==> src/rtl/umul_pkg.sv <==
package umul_pkg;

  localparam int unsigned UMUL_W_DEF = 8;

  // edges from the accepting edge to the output register
  function automatic int unsigned umul_lat(input int unsigned w);
    return w;
  endfunction

endpackage

==> src/rtl/umul_gfa_cell.sv <==
// Conditional-add full adder: the multiplicand bit joins the sum only when
// the multiplier bit is set.
module umul_gfa_cell (
  input  logic x,
  input  logic y,
  input  logic z,
  input  logic ci,
  output logic s,
  output logic co
);

  logic xg;

  assign xg = x & z;
  assign s  = xg ^ y ^ ci;
  assign co = (xg & y) | (xg & ci) | (y & ci);

endmodule

==> src/rtl/umul_row.sv <==
// One array row: ripple chain of gated cells plus the stage register for
// the partial sum, the retired low product bits and the valid flag.
module umul_row #(
  parameter int unsigned W   = 8,
  parameter int unsigned ROW = 0
) (
  input  logic         clk,
  input  logic         rst_n,
  input  logic         adv,
  input  logic         v_i,
  input  logic [W-1:0] a_i,
  input  logic         z_i,
  input  logic [W-1:0] sum_i,
  input  logic [W-1:0] lo_i,
  output logic         v_o,
  output logic [W-1:0] sum_o,
  output logic [W-1:0] lo_o
);

  logic [W:0]   carry;
  logic [W-1:0] s;
  logic [W-1:0] sum_nx;
  logic [W-1:0] lo_nx;

  assign carry[0] = 1'b0;

  for (genvar k = 0; k < W; k++) begin : g_cell
    umul_gfa_cell u_cell (
      .x  (a_i[k]),
      .y  (sum_i[k]),
      .z  (z_i),
      .ci (carry[k]),
      .s  (s[k]),
      .co (carry[k+1])
    );
  end

  // the bit at position ROW of lo_i is still zero on entry to this row
  always_comb begin
    sum_nx = {carry[W], s[W-1:1]};
    lo_nx  = lo_i | (W'(s[0]) << ROW);
  end

  always_ff @(posedge clk or negedge rst_n) begin
    if (!rst_n) begin
      v_o   <= 1'b0;
      sum_o <= '0;
      lo_o  <= '0;
    end else if (adv) begin
      v_o   <= v_i;
      sum_o <= sum_nx;
      lo_o  <= lo_nx;
    end
  end

endmodule

==> src/rtl/umul_array.sv <==
module umul_array #(
  parameter int unsigned W = umul_pkg::UMUL_W_DEF
) (
  input  logic           clk,
  input  logic           rst_n,
  input  logic           in_valid,
  output logic           in_ready,
  input  logic [W-1:0]   in_a,
  input  logic [W-1:0]   in_b,
  output logic           out_valid,
  input  logic           out_ready,
  output logic [2*W-1:0] out_product
);

  localparam int unsigned PW = 2 * W;

  logic          adv;
  logic          accept;
  logic          ov_q;
  logic [PW-1:0] prod_q;

  // whole pipeline moves together; it freezes only on an untaken result
  assign adv    = !ov_q || out_ready;
  assign accept = in_valid && adv;

  for (genvar k = 0; k < W; k++) begin : g_st
    logic         v_use;
    logic [W-1:0] a_use;
    logic [W-1-k:0] b_use;
    logic [W-1:0] sum_use;
    logic [W-1:0] lo_use;
    logic         v_q;
    logic [W-1:0] sum_q;
    logic [W-1:0] lo_q;

    if (k == 0) begin : g_head
      assign v_use   = accept;
      assign a_use   = in_a;
      assign b_use   = in_b;
      assign sum_use = '0;
      assign lo_use  = '0;
    end else begin : g_link
      assign v_use   = g_st[k-1].v_q;
      assign a_use   = g_st[k-1].g_dly.a_q;
      assign b_use   = g_st[k-1].g_dly.b_q;
      assign sum_use = g_st[k-1].sum_q;
      assign lo_use  = g_st[k-1].lo_q;
    end

    umul_row #(.W(W), .ROW(k)) u_row (
      .clk   (clk),
      .rst_n (rst_n),
      .adv   (adv),
      .v_i   (v_use),
      .a_i   (a_use),
      .z_i   (b_use[0]),
      .sum_i (sum_use),
      .lo_i  (lo_use),
      .v_o   (v_q),
      .sum_o (sum_q),
      .lo_o  (lo_q)
    );

    // operand delay: later rows need the whole multiplicand but only the
    // multiplier bits not yet consumed
    if (k < W - 1) begin : g_dly
      logic [W-1:0]   a_q;
      logic [W-2-k:0] b_q;
      always_ff @(posedge clk or negedge rst_n) begin
        if (!rst_n) begin
          a_q <= '0;
          b_q <= '0;
        end else if (adv) begin
          a_q <= a_use;
          b_q <= b_use[W-1-k:1];
        end
      end
    end
  end

  always_ff @(posedge clk or negedge rst_n) begin
    if (!rst_n) begin
      ov_q   <= 1'b0;
      prod_q <= '0;
    end else if (adv) begin
      ov_q   <= g_st[W-1].v_q;
      prod_q <= {g_st[W-1].sum_q, g_st[W-1].lo_q};
    end
  end

  assign in_ready    = adv;
  assign out_valid   = ov_q;
  assign out_product = prod_q;

endmodule

==> config.mk <==
export PLATFORM = sky130hd
export DESIGN_NAME = umul_array
export DESIGN_NICKNAME = d
export VERILOG_FILES = /design/src/rtl/umul_pkg.sv /design/src/rtl/umul_gfa_cell.sv /design/src/rtl/umul_row.sv /design/src/rtl/umul_array.sv
export SDC_FILE = /design/constraint.sdc
export NUM_CORES = 1
export LEC_CHECK = 0
export BUFFER_PORTS_ARGS = -buffer_cell sky130_fd_sc_hd__buf_4
export CAP_MARGIN = 20
export CORE_AREA = 4 4 170 139
export CTS_BUF_LIST = sky130_fd_sc_hd__clkbuf_4 sky130_fd_sc_hd__clkbuf_8
export DETAILED_ROUTE_END_ITERATION = 6
export DIE_AREA = 0 0 174 143
export GPL_TIMING_DRIVEN = 1
export SLEW_MARGIN = 0
export SYNTH_ARGS = -nofsm -noshare
export SYNTH_HDL_FRONTEND = slang
export SYNTH_SLANG_ARGS = --single-unit
export TNS_END_PERCENT = 10
==> constraint.sdc <==
create_clock -name clk -period 4.9 [get_ports clk]
set_input_delay 0.245 -clock clk [delete_from_list [all_inputs] [get_ports clk]]
set_output_delay 0.245 -clock clk [all_outputs]
set_load 0.01 [all_outputs]
==> results.md <==
- PostCTS Resize Cnt: 0
- WS Path Type: reg2reg
- Total GRT Usage: 14.1%
- Share of cells above drive strength 1: a little over two fifths
- Worst setup EP type: flop
- Adder-cell share of the synthesized area: about 11%
- Synth Warn #: 0
- Setup Buffers After CTS: 0
- Met2 WL: 7460 um
- Leakage: approximately 0.005 uW
- Critical Path RT: roughly 5.3 ns
- Routability cong.: between 0.7 and 0.8
- Number of global-route vias before repair: 5370
- Root Driver: clkbuf_8
- Final Util: about 50%
- Critical Path Start Type: flop
- CTS H-Tree Depth: 2
- Final hold vios: 0
- I/O Pins: 38
- Syn Area/Cell: approximately 16 sq um
- Worst-path cell chain: and2_1 > ha_1 > fa_1 > fa_1 > fa_1 > fa_1 > fa_1 > fa_1 > inv_1 > fa_1 > a21oi_1
- Synthesized net count: roughly 670
- Final Total Pwr: between 7000 and 8000 uW
- DRC errors left: 0
- Max Fanout on Critical Path: 9
- Initial antenna violation count: 0
- Cell mode on critical path: fa_1
- Mux share of post-synthesis cell area: between 20% and 30%
- Routed wl met3: about 630 um
- Gate count of the mapped netlist: ~600
- Setup tns final: 0 ns
- Hold Slack: around 0.039 ns
- Setup WS pre-CTS: around 0.68 ns
- Critical path arrival: around 4.6 ns
- Sequential power share: between 40% and 50%
- DRT met1 WL: just under 8000 um
- Sw frac: between 30% and 40%
- Clock Path Buffers: 3
- Top Layer Used: met4
- Simple-gate share of the synthesized area: under 10%
- Post-route ant nets: 0
- Hold buffers post-CTS: 17
- Register area share after synthesis: 54.8%
- Pwr per Cell Area: approximately 700 mW/mm^2
- Commonest non-fill, non-tap cell in the layout: dfrtp_1
- Die width: about 170 um
- Latest clock arrival within the worst-skew pair: around 0.52 ns
- Logic pwr share: 37.9%
- Post-Syn Area: ~0.0095 sq mm
- Synth Area in XOR/XNOR: 0%
- Hold WC Path Type: in2reg
- First-pass GRT wire length: 28800 um
- Psw: about 2400 uW
- Clock network fraction of design power: between 20% and 30%
- Largest family of logic cells by synthesized area: multiplexers
- CP peak stage delay: between 0.4 and 0.5 ns
- Final Setup Violations: 0
- CTS sink cnt: about 210
- Clock-pin slew on the worst setup and hold paths: around 0.060 ns
- Routed WL: roughly 16000 um
- DR iter-0 viols: 191
- Row count: 49
- CTS Buf Count: 35
- Max_slew headroom: approximately 39%
- Compound-Gate Fraction of Synth Area: less than 1%
- Largest net degree at the start of global routing: around 110
- Area growth, synth to finish: 14.7%
- Internal power: between 5000 and 6000 uW
- Setup ws final: slightly above 0.7 ns
- Initial core utilization: 43.0%
- Die area: 0.0249 sq mm
- Die Ht: around 140 um
- Std-Cell Core Area: approximately 0.022 sq mm
- Final clock period utilization by the worst path: roughly 85%
- DP Wirelength: approximately 11000 um
- Pins over their slew limit: 0
- Yosys cell types: 21
- TritonCTS clock tree: yes
- #FFs+latches synth: around 210
- Port bufs: 37
- Clock skew: around 0.021 ns
- Least-Margin Pin Slew: between 0.9 and 1 ns
- Peak supply drop: ~0.33 mV
- WL/cell: 16.9 um
- Vias: between 4000 and 5000
- Commonest non-fill, non-tap cells in the layout: dfrtp_1 (208), mux2_2 (119), mux2_4 (68), and2_1 (50), fa_1 (48)
- RSZ-0062 raised after global routing: false
- Max Cap Viol: 0
- Slowest cell on crit path: dfrtp_1
- N_diodes: 0
- Drt pass-1 iters: 4
- Nets: 738
- Status: complete, no violations
- GRT overflow: 0
- Peak Freq: roughly 240 MHz
- Fin crit period: 4.18 ns
- Drt via density: between 4 and 5
[layout make-up]
| cell class | instances | area, sq um |
|---|---|---|
| Multi-Input combinational cell | 344 | 4050 |
| Clock inverter | 5 | 31.3 |
| Clock buffer | 54 | 681 |
| Sequential cell | 208 | 5200 |
| Fill cell | 1898 | 11200 |
| Inverter | 13 | 51.3 |
| Timing Repair Buffer | 60 | 519 |
| Tap cell | 280 | 350 |
[stage by stage]
stage / cell area (sq um) / instances
after floorplan: 9490 / 590
after global placement: 9970 / 887
after detailed placement: 9970 / 887
after CTS: 10900 / 963
after global routing: 10900 / 964
final: 10900 / 964
[synth_stat cells (all sizes together)]
library cell  instances  area share [%]
dfrtp               208              55
mux2                187              25
and2                 50             3.3
fa                   48              10
buf                  23             2.0
nand2                14            0.55
inv                  13            0.54
ha                    8             1.1
nand3b                8            0.63
o21ai                 8            0.42
a21oi                 7            0.37
nor3b                 7            0.55
mux2i                 5            0.53
clkbuf                2           0.079
nand2b                1           0.066
nor2b                 1           0.092
[critical path: cells and delay by family (launching register included)]
| family | cells | cell delay, ns |
|---|---|---|
| AND/OR/NAND/NOR | 1 | 0.19 |
| flip-flops | 1 | 0.49 |
| buffers and inverters | 1 | 0.09 |
| AO/OA/AOI/OAI | 1 | 0.13 |
| adder cells (fa/ha/maj) | 8 | 3.20 |
[per-layer routing]
layer  track usage, %  vias to the layer above
met3             3.18                       26
met2             21.9                       78
met5                0                        -
met1             20.2                     2456
li1                 -                     2174
met4             4.33                        0
[cell families after synthesis]
kind of cell               after synthesis
DFF                                    208
muxes                                  192
and+or+nand+nor                         81
adders and majority gates               56
buffers and inverters                   38
AOI/OAI and AO/OA                       15
[sequential cells by signal (all words and copies together), names as in the netlist]
name / cells
g_st.g_dly.a_q: 56
out_valid: 1
g_st.u_row.v_o: 8
g_st.u_row.sum_o: 63
out_product: 16
g_st.g_dly.b_q: 28
g_st.u_row.lo_o: 36
[path summary, 6_finish.rpt]
check                                         startpoint                                 end  slack [ns]  cells after the start
min in group asynchronous                          rst_n         out_product[13]$_DFFE_PN0N_        0.40                      2
hold / removal                                   in_b[0]  g_st[0].u_row.sum_o[4]$_DFFE_PN0N_        0.04                      3
max in group asynchronous                          rst_n    g_st[0].g_dly.a_q[0]$_DFFE_PN0N_        3.32                      3
setup / recovery           g_st[6].g_dly.b_q$_DFFE_PN0N_  g_st[7].u_row.sum_o[6]$_DFFE_PN0N_        0.72                     11
setup reg to reg           g_st[6].g_dly.b_q$_DFFE_PN0N_  g_st[7].u_row.sum_o[6]$_DFFE_PN0N_        0.72                     11
hold reg to reg            g_st[7].u_row.v_o$_DFFE_PN0N_               out_valid$_DFFE_PN0N_        0.48                      1
[power by group through the flow]
stage                     Clock, uW  Sequential (uW)  Combinational (uW)
after detailed placement          0             3210                2940
after CTS                      1620             3180                2960
final                          1550             3170                2880
after global placement            0             3180                2840
after floorplan                   0             2970                2340
after global routing           1700             3290                3280
No activity file was read; power rests on OpenSTA's default activity.
